[src/rtl/mbx_pkg.sv]
// Shared constants and state encoding for the mailbox requester.
// Assumes a 32-bit register bus with four word addresses.
package mbx_pkg;
    localparam logic [1:0] A_CTRL = 2'd0;
    localparam logic [1:0] A_STAT = 2'd1;
    localparam logic [1:0] A_WDAT = 2'd2;
    localparam logic [1:0] A_RDAT = 2'd3;

    localparam int STAT_BUSY = 0;
    localparam int STAT_ERR  = 2;
    localparam int STAT_RDY  = 31;
    localparam int CTL_ABORT = 0;
    localparam int CTL_GO    = 31;

    typedef enum logic [4:0] {
        S_IDLE, S_PRECHK, S_HDR1, S_HDR2, S_PAY, S_GO,
        S_POLL_RD, S_POLL_WAIT, S_RX_H1, S_RX_A1, S_RX_H2, S_RX_A2,
        S_RX_RD, S_RX_CHK, S_RX_ACK, S_FIN_RD,
        S_AB_WR, S_AB_WAIT, S_AB_RD
    } mbx_state_e;
endpackage

[src/rtl/mbx_len.sv]
// Length arithmetic: encodes the outgoing object length, decodes the
// incoming one and works out how many payload words to keep.
// Assumes all inputs are registered by the caller.
module mbx_len #(
    parameter int LEN_W = 18,
    parameter int CW    = LEN_W + 1
) (
    input  logic [CW-1:0]    req_cnt,
    input  logic [CW-1:0]    rsp_buf,
    input  logic [LEN_W-1:0] rx_field,
    output logic             too_long,
    output logic [LEN_W-1:0] tx_field,
    output logic             rx_short,
    output logic [CW-1:0]    rx_rem,
    output logic [CW-1:0]    keep_n
);
    localparam int unsigned MAXLEN = 1 << LEN_W;

    logic [CW:0]   obj_len;
    logic [CW-1:0] rx_len;

    // Outgoing length: two header dwords plus payload; the top value wraps to 0.
    always_comb begin
        obj_len  = {1'b0, req_cnt} + (CW+1)'(2);
        too_long = obj_len > (CW+1)'(MAXLEN);
        tx_field = obj_len[LEN_W-1:0];
    end

    // Incoming length: zero means the maximum; keep at most the buffer size.
    always_comb begin
        rx_len   = (rx_field == '0) ? CW'(MAXLEN) : CW'(rx_field);
        rx_short = rx_len < CW'(2);
        rx_rem   = rx_short ? '0 : rx_len - CW'(2);
        keep_n   = (rx_rem < rsp_buf) ? rx_rem : rsp_buf;
    end
endmodule

[src/rtl/mbx_tmr.sv]
// Timeout and poll-interval counters shared by the poll and abort phases.
// Assumes clr starts a new timed phase and ivl_clr starts a new wait.
module mbx_tmr #(
    parameter int TIMEOUT_CYC = 1000,
    parameter int POLL_CYC    = 8
) (
    input  logic clk,
    input  logic rst_n,
    input  logic clr,
    input  logic ivl_clr,
    output logic expired,
    output logic poll_due
);
    localparam int EW = $clog2(TIMEOUT_CYC + 2) + 1;
    localparam int IW = $clog2(POLL_CYC + 1) + 1;

    logic [EW-1:0] elapsed_q;
    logic [IW-1:0] ivl_q;

    assign expired  = elapsed_q > EW'(TIMEOUT_CYC);
    assign poll_due = ivl_q >= IW'(POLL_CYC - 1);

    // Phase age, saturating once past the timeout.
    always_ff @(posedge clk) begin
        if (!rst_n || clr)  elapsed_q <= '0;
        else if (!expired)  elapsed_q <= elapsed_q + EW'(1);
    end

    // Cycles since the last status read, saturating at the interval.
    always_ff @(posedge clk) begin
        if (!rst_n || ivl_clr) ivl_q <= '0;
        else if (!poll_due)    ivl_q <= ivl_q + IW'(1);
    end
endmodule

[src/rtl/mbx_req_engine.sv]
// Mailbox requester: runs send, poll, receive, drain and abort for one
// exchange at a time and locks itself dead when an abort cannot finish.
// Assumes the responder holds bus_rdata valid in the bus_ack cycle and that
// the command inputs stay stable from start until done.
module mbx_req_engine
    import mbx_pkg::*;
#(
    parameter int LEN_W       = 18,
    parameter int TIMEOUT_CYC = 200_000_000,
    parameter int CW          = LEN_W + 1
) (
    input  logic          clk,
    input  logic          rst_n,
    input  logic          start,
    input  logic [15:0]   cmd_vid,
    input  logic [7:0]    cmd_type,
    input  logic [CW-1:0] cmd_req_cnt,
    input  logic [CW-1:0] cmd_rsp_buf,
    output logic [CW-1:0] req_rd_idx,
    input  logic [31:0]   req_rd_data,
    output logic          rsp_wr_en,
    output logic [CW-1:0] rsp_wr_idx,
    output logic [31:0]   rsp_wr_data,
    output logic          done,
    output logic          err,
    output logic [CW-1:0] rsp_cnt,
    output logic          bus_req,
    output logic          bus_we,
    output logic [1:0]    bus_addr,
    output logic [31:0]   bus_wdata,
    input  logic          bus_ack,
    input  logic [31:0]   bus_rdata
);
    localparam int POLL_RAW = TIMEOUT_CYC / 128;
    localparam int POLL_CYC = (POLL_RAW < 1) ? 1 : POLL_RAW;

    mbx_state_e       state_q;
    logic             dead_q, done_q, err_q;
    logic [CW-1:0]    cnt_q, pay_idx_q, rx_idx_q, req_cnt_q, rsp_buf_q;
    logic [15:0]      vid_q;
    logic [7:0]       type_q;
    logic [LEN_W-1:0] rx_field_q;

    logic             too_long, rx_short, expired, poll_due, tmr_clr, ivl_clr;
    logic [LEN_W-1:0] tx_field;
    logic [CW-1:0]    rx_rem, keep_n;
    logic             st_busy, st_err, st_rdy, hdr_ok, idle_w, last_keep;
    logic             unused_bits;

    assign st_busy     = bus_rdata[STAT_BUSY];
    assign st_err      = bus_rdata[STAT_ERR];
    assign st_rdy      = bus_rdata[STAT_RDY];
    assign hdr_ok      = (bus_rdata[15:0] == vid_q) && (bus_rdata[23:16] == type_q);
    assign idle_w      = (state_q == S_IDLE);
    assign last_keep   = (keep_n != '0) && (rx_idx_q == keep_n - CW'(1));
    assign unused_bits = ^{bus_rdata[30:24], bus_rdata[1]};

    mbx_len #(.LEN_W(LEN_W), .CW(CW)) len_i (
        .req_cnt (req_cnt_q), .rsp_buf (rsp_buf_q), .rx_field(rx_field_q),
        .too_long(too_long),  .tx_field(tx_field),  .rx_short(rx_short),
        .rx_rem  (rx_rem),    .keep_n  (keep_n)
    );

    assign tmr_clr = bus_ack && (state_q == S_GO || state_q == S_AB_WR);
    assign ivl_clr = bus_ack && (state_q == S_POLL_RD || state_q == S_AB_RD
                                 || state_q == S_AB_WR);

    mbx_tmr #(.TIMEOUT_CYC(TIMEOUT_CYC), .POLL_CYC(POLL_CYC)) tmr_i (
        .clk(clk), .rst_n(rst_n), .clr(tmr_clr), .ivl_clr(ivl_clr),
        .expired(expired), .poll_due(poll_due)
    );

    assign done        = done_q;
    assign err         = err_q;
    assign rsp_cnt     = cnt_q;
    assign req_rd_idx  = pay_idx_q;
    assign rsp_wr_en   = (state_q == S_RX_RD) && bus_ack && (rx_idx_q < keep_n);
    assign rsp_wr_idx  = rx_idx_q;
    assign rsp_wr_data = bus_rdata;

    // Bus access implied by the current state; held until acknowledged.
    always_comb begin
        bus_req   = 1'b1;
        bus_we    = 1'b0;
        bus_addr  = A_STAT;
        bus_wdata = '0;
        case (state_q)
            S_PRECHK, S_POLL_RD, S_RX_CHK, S_FIN_RD, S_AB_RD: bus_addr = A_STAT;
            S_HDR1:  begin bus_we = 1'b1; bus_addr = A_WDAT; bus_wdata = {8'h00, type_q, vid_q}; end
            S_HDR2:  begin bus_we = 1'b1; bus_addr = A_WDAT; bus_wdata = 32'(tx_field); end
            S_PAY:   begin bus_we = 1'b1; bus_addr = A_WDAT; bus_wdata = req_rd_data; end
            S_GO:    begin bus_we = 1'b1; bus_addr = A_CTRL; bus_wdata[CTL_GO] = 1'b1; end
            S_AB_WR: begin bus_we = 1'b1; bus_addr = A_CTRL; bus_wdata[CTL_ABORT] = 1'b1; end
            S_RX_H1, S_RX_H2, S_RX_RD: bus_addr = A_RDAT;
            S_RX_A1, S_RX_A2, S_RX_ACK: begin bus_we = 1'b1; bus_addr = A_RDAT; end
            default: bus_req = 1'b0;
        endcase
    end

    // Exchange sequencer: advances on each acknowledged access or timer event.
    always_ff @(posedge clk) begin
        if (!rst_n) begin
            state_q    <= S_IDLE;
            dead_q     <= 1'b0;
            done_q     <= 1'b0;
            err_q      <= 1'b0;
            cnt_q      <= '0;
            pay_idx_q  <= '0;
            rx_idx_q   <= '0;
            req_cnt_q  <= '0;
            rsp_buf_q  <= '0;
            vid_q      <= '0;
            type_q     <= '0;
            rx_field_q <= '0;
        end else begin
            done_q <= 1'b0;
            case (state_q)
                S_IDLE: if (start) begin
                    vid_q     <= cmd_vid;
                    type_q    <= cmd_type;
                    req_cnt_q <= cmd_req_cnt;
                    rsp_buf_q <= cmd_rsp_buf;
                    pay_idx_q <= '0;
                    rx_idx_q  <= '0;
                    if (dead_q || cmd_rsp_buf == '0) begin
                        done_q <= 1'b1; err_q <= 1'b1; cnt_q <= '0;
                    end else begin
                        state_q <= S_PRECHK;
                    end
                end
                S_PRECHK: if (bus_ack)
                    state_q <= (st_busy || st_err || too_long) ? S_AB_WR : S_HDR1;
                S_HDR1: if (bus_ack) state_q <= S_HDR2;
                S_HDR2: if (bus_ack) state_q <= (req_cnt_q == '0) ? S_GO : S_PAY;
                S_PAY: if (bus_ack) begin
                    pay_idx_q <= pay_idx_q + CW'(1);
                    if (pay_idx_q + CW'(1) == req_cnt_q) state_q <= S_GO;
                end
                S_GO: if (bus_ack) state_q <= S_POLL_RD;
                S_POLL_RD: if (bus_ack) begin
                    if (st_err)       state_q <= S_AB_WR;
                    else if (st_rdy)  state_q <= S_RX_H1;
                    else if (expired) state_q <= S_AB_WR;
                    else              state_q <= S_POLL_WAIT;
                end
                S_POLL_WAIT: if (poll_due) state_q <= S_POLL_RD;
                S_RX_H1: if (bus_ack) state_q <= hdr_ok ? S_RX_A1 : S_AB_WR;
                S_RX_A1: if (bus_ack) state_q <= S_RX_H2;
                S_RX_H2: if (bus_ack) begin
                    rx_field_q <= bus_rdata[LEN_W-1:0];
                    state_q    <= S_RX_A2;
                end
                S_RX_A2: if (bus_ack) begin
                    if (rx_short)           state_q <= S_AB_WR;
                    else if (rx_rem == '0)  state_q <= S_FIN_RD;
                    else                    state_q <= S_RX_RD;
                end
                S_RX_RD:  if (bus_ack) state_q <= last_keep ? S_RX_CHK : S_RX_ACK;
                S_RX_CHK: if (bus_ack) state_q <= st_rdy ? S_RX_ACK : S_AB_WR;
                S_RX_ACK: if (bus_ack) begin
                    rx_idx_q <= rx_idx_q + CW'(1);
                    state_q  <= (rx_idx_q + CW'(1) == rx_rem) ? S_FIN_RD : S_RX_RD;
                end
                S_FIN_RD: if (bus_ack) begin
                    if (st_err) state_q <= S_AB_WR;
                    else begin
                        state_q <= S_IDLE; done_q <= 1'b1; err_q <= 1'b0; cnt_q <= keep_n;
                    end
                end
                S_AB_WR:   if (bus_ack) state_q <= S_AB_WAIT;
                S_AB_WAIT: if (poll_due) state_q <= S_AB_RD;
                S_AB_RD: if (bus_ack) begin
                    if (!st_err && !st_busy) begin
                        state_q <= S_IDLE; done_q <= 1'b1; err_q <= 1'b1; cnt_q <= '0;
                    end else if (expired) begin
                        dead_q  <= 1'b1;
                        state_q <= S_IDLE; done_q <= 1'b1; err_q <= 1'b1; cnt_q <= '0;
                    end else begin
                        state_q <= S_AB_WAIT;
                    end
                end
                default: state_q <= S_IDLE;
            endcase
        end
    end
endmodule

[config.mk]
export PLATFORM = sky130hd
export DESIGN_NAME = mbx_req_engine
export DESIGN_NICKNAME = d
export VERILOG_FILES = /design/src/rtl/mbx_pkg.sv /design/src/rtl/mbx_len.sv /design/src/rtl/mbx_tmr.sv /design/src/rtl/mbx_req_engine.sv
export SDC_FILE = /design/constraint.sdc
export NUM_CORES = 1
export LEC_CHECK = 0
export BUFFER_PORTS_ARGS = -buffer_cell sky130_fd_sc_hd__buf_2
export CELL_PAD_IN_SITES_DETAIL_PLACEMENT = 0
export CELL_PAD_IN_SITES_GLOBAL_PLACEMENT = 2
export CORE_MARGIN = 2
export CORE_UTILIZATION = 32
export CTS_CLUSTER_DIAMETER = 50
export DETAILED_ROUTE_END_ITERATION = 7
export GPL_TIMING_DRIVEN = 1
export PLACE_DENSITY = 0.94
export SYNTH_ARGS = -nofsm -noshare
export SYNTH_HDL_FRONTEND = slang
export SYNTH_SLANG_ARGS = --single-unit
export TNS_END_PERCENT = 10
[constraint.sdc]
create_clock -name clk -period 8.9 [get_ports clk]
set_input_delay 0.445 -clock clk [delete_from_list [all_inputs] [get_ports clk]]
set_output_delay 0.445 -clock clk [all_outputs]
set_load 0.005 [all_outputs]
### Word level (Yosys, flattened, before mapping)

Cells that the tools add are included.

| storage, ports and cells | value |
|---|---|
| memories kept | 0 |
| logic and storage cells | 188 |
| RAM bits | 0 |
| bits in latches | 0 |
| input port bits | 130 |
| output and inout port bits | 128 |
| bits in read-only memories | 0 |
| register bits after elaboration | 196 |

| cells by class | value |
|---|---|
| eq/ne operators | 47 |
| multiply operators | 0 |
| order comparisons | 6 |
| shifts and indexed selects | 0 |
| div/mod/pow operators | 0 |
| bitwise logic cells | 1 |
| mux-type cells | 74 |
| reduce and logical (&&, ||, !) cells | 39 |
| add/subtract/negate cells | 7 |

Operators with widths:

| operator | number |
|---|---|
| $mux W19 | 13 |
| $mux W5 | 31 |
| $pmux W5 S19 | 1 |
| $pmux W30 S3 | 1 |
| $pmux W19 S2 | 2 |
| $eq A19 B19 Y1 | 3 |
| $logic_not A19 Y1 | 3 |
| $pmux W19 S3 | 1 |
| $ne A2 B2 Y1 const B | 22 |
| $eq A5 B4 Y1 const B | 8 |
| $add A19 B1 Y19 const B | 2 |
| $lt A19 B19 Y1 | 2 |
| $add A29 B1 Y29 const B | 1 |
| $gt A29 B28 Y1 const B | 1 |
| $add A22 B1 Y22 const B | 1 |
| $ge A22 B21 Y1 const B | 1 |
| $reduce_and A21 Y1 | 1 |
| $add A19 B2 Y20 const B | 1 |
| $eq A5 B3 Y1 const B | 4 |
| $gt A20 B19 Y1 const B | 1 |
| $lt A19 B2 Y1 const B | 1 |
| $reduce_bool A19 Y1 | 1 |
| $sub A19 B1 Y19 const B | 1 |
| $sub A19 B2 Y19 const B | 1 |
| 30 further kinds | 70 |

### Logic depth before layout (Yosys ltp)

| depth | value |
|---|---|
| word-level depth | 12 |
| gate-level depth with buffers | 30 |

### Hierarchy

From an unflattened synthesis, not the netlist that was laid out.

| second synthesis, totals | value |
|---|---|
| cell total of the unflattened synthesis | 1853 |
| area total of the unflattened synthesis | 13783.2 um2 |

Modules (own cells, without submodules):

| module | area each (um2) | times used | cells each |
|---|---|---|---|
| mbx_req_engine | 9575.4 | 1 | 1316 |
| mbx_tmr | 2661.3 | 1 | 313 |
| mbx_len | 1546.5 | 1 | 224 |

### Worst setup path before layout

No wires, ideal clock.

| timing path | value |
|---|---|
| kind | register -> register |
| start point | reg rx_field_q[2] |
| end point | reg state_q[0] |
| cell stages (with the launch flop) | 30 |
| arrival time | 6.610 ns |
| slack | 2.221 ns |
| clock period less this slack | 6.679 ns |
| path through | dfxtp_1 -> clkbuf_1 -> inv_1 -> ha_1 -> nor3b_1 -> nand4_1 -> or4_1 -> mux2_2 -> ha_1 -> nand4_1 -> nor4_1 -> and3_1 -> o211a_2 -> or2_1 -> buf_6 -> buf_2 -> buf_1 -> nor2_1 -> a21oi_1 -> ha_1 -> clkbuf_1 -> nand3_1 -> nor4_1 -> o21ai_0 -> o31a_1 -> nor4b_1 -> xnor2_1 -> o211ai_1 -> or4_1 -> o21ai_1 |

| on the way | value |
|---|---|
| word-level cells in the longest chain between the ends | 12 |
| elaborated cells between the ends (all ways) | 21 |
| classes of those cells | 2 x add/sub; 2 x order compare; 2 x eq/ne; 11 x mux; 4 x reduce/logical |

Ends and longest elaborated chain:

| element | line | RTL |
|---|---|---|
| start: declaration | mbx_req_engine.sv:42 | `logic [LEN_W-1:0] rx_field_q;` |
| start signal: assignment | mbx_req_engine.sv:150 | `rx_field_q <= bus_rdata[LEN_W-1:0];` |
| $logic_not A18 Y1 | mbx_len.sv:31 | `rx_len = (rx_field == '0) ? CW'(MAXLEN) : CW'(rx_field);` |
| $mux W19 * | mbx_len.sv:31 |  |
| $sub A19 B2 Y19 or $lt A19 B2 Y1 (tied branches) | mbx_len.sv:33, mbx_len.sv:32 |  |
| $mux W19 | mbx_len.sv:33 | `rx_rem = rx_short ? '0 : rx_len - CW'(2);` |
| $lt A19 B19 Y1 | mbx_len.sv:34 | `keep_n = (rx_rem < rsp_buf) ? rx_rem : rsp_buf;` |
| $mux W19 | mbx_len.sv:34 |  |
| $sub A19 B1 Y19 | mbx_req_engine.sv:55 | `assign last_keep = (keep_n != '0) && (rx_idx_q == keep_n - CW'(1));` |
| $eq A19 B19 Y1 | mbx_req_engine.sv:55 |  |
| $logic_and A1 B1 Y1 | mbx_req_engine.sv:55 |  |
| $mux W2 | mbx_req_engine.sv:158 | `S_RX_RD: if (bus_ack) state_q <= last_keep ? S_RX_CHK : S_RX_ACK;` |
| $mux W5 | mbx_req_engine.sv:158 |  |
| $pmux W5 S19 * | mbx_req_engine.sv:117 | `case (state_q)` |
| end signal: assignment | mbx_req_engine.sv:158 |  |
| end signal: assignment | mbx_req_engine.sv:159 | `S_RX_CHK: if (bus_ack) state_q <= st_rdy ? S_RX_ACK : S_AB_WR;` |
| end signal: assignment | mbx_req_engine.sv:162 | `state_q <= (rx_idx_q + CW'(1) == rx_rem) ? S_FIN_RD : S_RX_RD;` |
| end: declaration | mbx_req_engine.sv:37 | `mbx_state_e state_q;` |

Mark *: on every way between the ends. The rest lies on a longest branch, timed or not. The select of a mux whose other input is x is not followed.
A chain may end at the register's enable or synchronous reset.

### Worst setup path after layout

| timing path | value |
|---|---|
| start point | reg rx_field_q[1] |
| end point | out rsp_wr_en |

| on the way | value |
|---|---|
| word-level cells in the longest chain between the ends | 8 |
| elaborated cells between the ends (all ways) | 9 |
| classes of those cells | 1 x add/sub; 3 x order compare; 3 x mux; 2 x reduce/logical |

Ends and longest elaborated chain:

| element | line | RTL |
|---|---|---|
| $logic_not A18 Y1 | mbx_len.sv:31 |  |
| $mux W19 * | mbx_len.sv:31 |  |
| $sub A19 B2 Y19 or $lt A19 B2 Y1 (tied branches) | mbx_len.sv:33, mbx_len.sv:32 |  |
| $mux W19 * | mbx_len.sv:33 |  |
| $lt A19 B19 Y1 | mbx_len.sv:34 |  |
| $mux W19 * | mbx_len.sv:34 |  |
| $lt A19 B19 Y1 * | mbx_req_engine.sv:77 | `assign rsp_wr_en = (state_q == S_RX_RD) && bus_ack && (rx_idx_q < keep_n);` |
| $logic_and A1 B1 Y1 * | mbx_req_engine.sv:77 |  |
| end: declaration | mbx_req_engine.sv:21 | `output logic rsp_wr_en,` |

Mark *: on every way between the ends. The rest lies on a longest branch, timed or not.

==> results_dict.tcl <==
set metrics [dict create \
    rows 75 \
    drv_slew 0 \
    ios 258 \
    power.share.sequential 0.342 \
    cts_root_buf "clkbuf_16" \
    r2r_end "state_q[0]" \
    clock.fmax_mhz 123.3 \
    cts_buffers 17 \
    multi_input_area_um2 8830 \
    syn-mean-instance-area_um2 7.287 \
    portBuffers 243 \
    area_growth_pct 13.78 \
    setup_viol 0 \
    drc 0 \
    ys_warn_count 0 \
    postRouteAntennaNets 0 \
    p_int_mw 1.839 \
    final-seq-area_um2 3924 \
    crit_type "flop to output port" \
    p_comb_frac 0.404 \
    grt.overflow.total 0 \
    vias 13884 \
    rrSetupSlack_ns 1.33 \
    finClkSkew_ns 0.01103 \
    worstPathMaxFanout 15 \
    final_common_cell "nand2_1" \
    synthDistinctLibCells 82 \
    die_h_um 210.9 \
    clk_latency_ns 0.47 \
    hpwl_mm 36.83 \
    whs_path_depth 3 \
    place_ws_ns 1.189 \
    hold_viol 0 \
    place_congestion 0.9142 \
    clk_path_buf_depth 2 \
    max-cap-violations 0 \
    endpoint_kind "output port" \
    clock_sinks 196 \
    start_kind "flop" \
    grt_pass1_vias 13217 \
    power_density_nw_per_um2 201.8 \
    p_sw_frac 0.4151 \
    dr.pass1.iters 5 \
    critPathRequiredTime_ns 8.46 \
    syn_area_um2 13700 \
    vdd.ir_drop.worst_mv 0.1322 \
    synth_nets 2051 \
    cts_tree "built" \
    avgViaCountPerCell 5.440 \
    layout_min_cycle_time_ns 8.113 \
    cp_data_arrival_time_ns 7.67 \
    drive_above_1_share 0.1609 \
    switching_power_mw 1.306 \
    max_slew_margin 0.2124 \
    mostFrequentLayoutCells "259 x nand2_1, 243 x buf_2, 196 x dfxtp_1" \
    seq_area_frac_synth 0.2864 \
    crit_end "rsp_wr_en" \
    worst_pin_slew_ns 1.181 \
    clock_power_share 0.254 \
    fillers 4460 \
    clk_pin_slew_ns 0.08 \
    cp-startpoint "rx_field_q[1]" \
    cts_setup_buffers 0 \
    rr_startpoint "rx_field_q[1]" \
    outcome "completed" \
    start_util 0.3251 \
    nets 2165 \
    die-width_um 210.9 \
    antenna_found_initial 4 \
    ys_seq_elements 196 \
    grt_max_degree 106 \
    core_area_um2 42130 \
    grt_usage 0.2166 \
    synth_edf_count 0 \
    layout_setup_ws_ns 0.7875 \
    finalWirelength_mm 48.27 \
    wire_per_inst_um 18.91 \
    die-area_um2 44480 \
    reg2reg_depth 24 \
    fin_tns_setup_ns 0 \
    grt_setup_unrepaired "no" \
    min_path_type "input pin to flop" \
    finalCritPeriodShare 0.9115 \
    leakagePower_nw 6.032 \
    synthArstFlopShare 0 \
    synth_cells 1880 \
    synthFlopType "dfxtp_1" \
    drt_iter0_drc 925 \
    htreeDepth 4 \
    grt_pass1_wl_mm 75.33 \
]
cell families (layout without fill, tap and decap cells):
| logic type | Yosys count | after routing | share of synthesized area |
|---|---|---|---|
| fa+ha+maj | 42 | 42 | 0.03818 |
| other cells | 0 | 6 | 0 |
| mux | 23 | 23 | 0.01900 |
| buf+inv | 220 | 347 | 0.07233 |
| compound gates | 433 | 433 | 0.1913 |
| xor+xnor | 159 | 159 | 0.1047 |
| simple gates | 807 | 807 | 0.2881 |
| flops | 196 | 196 | 0.2864 |
stage by stage:
step	utilization	std cells	hold slack [ns]	power [mW]	instance area (um2)
2_1_floorplan	-	1880	0.4210	1.952	13700
4_1_cts	0.3696	2546	0.1862	3.160	15570
3_5_place_dp	0.3553	2514	0.4509	2.353	14970
6_report	0.3699	2552	0.2083	3.145	15590
5_1_grt	0.3699	2551	0.1931	3.352	15580
3_3_place_gp	0.3553	2514	0.4426	2.340	14970
cells in the mapped netlist, types with 7 or more instances:
| cell type | number | area [um2] |
|---|---|---|
| nand2_1 | 260 | 975.9 |
| dfxtp_1 | 196 | 3924 |
| a21oi_1 | 185 | 925.9 |
| nor2_1 | 183 | 686.9 |
| clkbuf_1 | 105 | 394.1 |
| xnor2_1 | 105 | 919.6 |
| o21ai_0 | 87 | 435.4 |
| nand3_1 | 68 | 340.3 |
| inv_1 | 56 | 210.2 |
| nor3_1 | 54 | 270.3 |
| xor2_1 | 51 | 446.7 |
| ha_1 | 41 | 513.0 |
| nor4_1 | 36 | 225.2 |
| nand4_1 | 35 | 219.0 |
| buf_4 | 33 | 247.7 |
| or3_1 | 32 | 200.2 |
| and3_1 | 31 | 193.9 |
| a22oi_1 | 24 | 180.2 |
| a31oi_1 | 17 | 106.4 |
| mux2i_1 | 17 | 170.2 |
| and2_1 | 13 | 81.33 |
| nor2b_1 | 13 | 81.33 |
| or4_1 | 13 | 97.59 |
| a21o_1 | 12 | 90.09 |
| buf_1 | 12 | 45.04 |
| nand2b_1 | 12 | 75.07 |
| and4_1 | 11 | 96.34 |
| buf_2 | 9 | 45.04 |
| o21a_1 | 9 | 67.56 |
| o31ai_1 | 9 | 67.56 |
| a211oi_1 | 8 | 60.06 |
| nor3b_1 | 8 | 60.06 |
| a22o_1 | 7 | 61.31 |
| nand3b_1 | 7 | 52.55 |
| o211ai_1 | 7 | 52.55 |
flip-flops by register name, indices dropped and copies added (netlist names):
register,flops
done,1
type_q,8
err,1
rsp_buf_q,19
rsp_wr_idx,19
rx_field_q,18
tmr_i.ivl_q,22
vid_q,16
dead_q,1
state_q,5
tmr_i.elapsed_q,29
req_cnt_q,19
req_rd_idx,19
rsp_cnt,19
routing by layer:
metal  global-route usage  wire length, um  up-vias  part of all wire
met5                    0                0        -                 0
met4              0.06144              924        0             0.019
met3              0.03420             2079       62             0.043
met2               0.3768            23770      352              0.49
met1               0.2765            21500     6638              0.45
li1                     -                -     6832                 -
timing repair:
| item | CTS | global route |
|---|---|---|
| hold buffers | 0 | 0 |
| resized for setup | 0 | 1 |
| setup endpoints to repair | 0 | 1 |
cell type report:
class | count | area share
sequential | 196 | 0.2517
clock inverter | 14 | 0.01092
inverter | 57 | 0.01389
multi-input combinational | 1464 | 0.5665
clock buffer | 18 | 0.02753
timing repair buffer | 258 | 0.08525
antenna | 6 | 0.0009632
tap | 539 | 0.04327
worst min path at each step:
stage | start | end
detailed placement | tmr_i.elapsed_q[28] | tmr_i.elapsed_q[28]
global route | cmd_vid[3] | vid_q[3]
finish | cmd_vid[1] | vid_q[1]
global placement | tmr_i.ivl_q[20] | tmr_i.ivl_q[20]
floorplan | tmr_i.ivl_q[21] | tmr_i.ivl_q[21]
CTS | cmd_req_cnt[5] | req_cnt_q[5]
power groups by stage:
stage                     Clock (mW)  Sequential, mW  Combinational, mW
after floorplan                    0            1.01              0.943
after global placement             0            1.09               1.25
after detailed placement           0            1.09               1.26
after CTS                      0.822            1.07               1.26
after global routing           0.859            1.09               1.41
final                          0.800            1.08               1.27
critical path: stages, from the launching register on:
cell,delay (ns)
dfxtp_1,0.45
inv_1,0.11
ha_1,0.27
or3b_2,0.57
nor4_4,0.47
and3_2,0.48
a21oi_2,0.12
ha_1,0.33
nand4_1,0.16
nor4_1,0.50
and3_1,0.26
o211a_2,0.35
or2_1,0.49
buf_4,0.30
mux2i_1,0.35
ha_1,0.31
nand2_1,0.10
a221oi_1,0.09
o221ai_1,0.20
nand2_1,0.10
maj3_1,0.34
a211o_1,0.31
a311oi_1,0.36
buf_2,0.18
No activity file was read; power rests on OpenSTA's default activity.
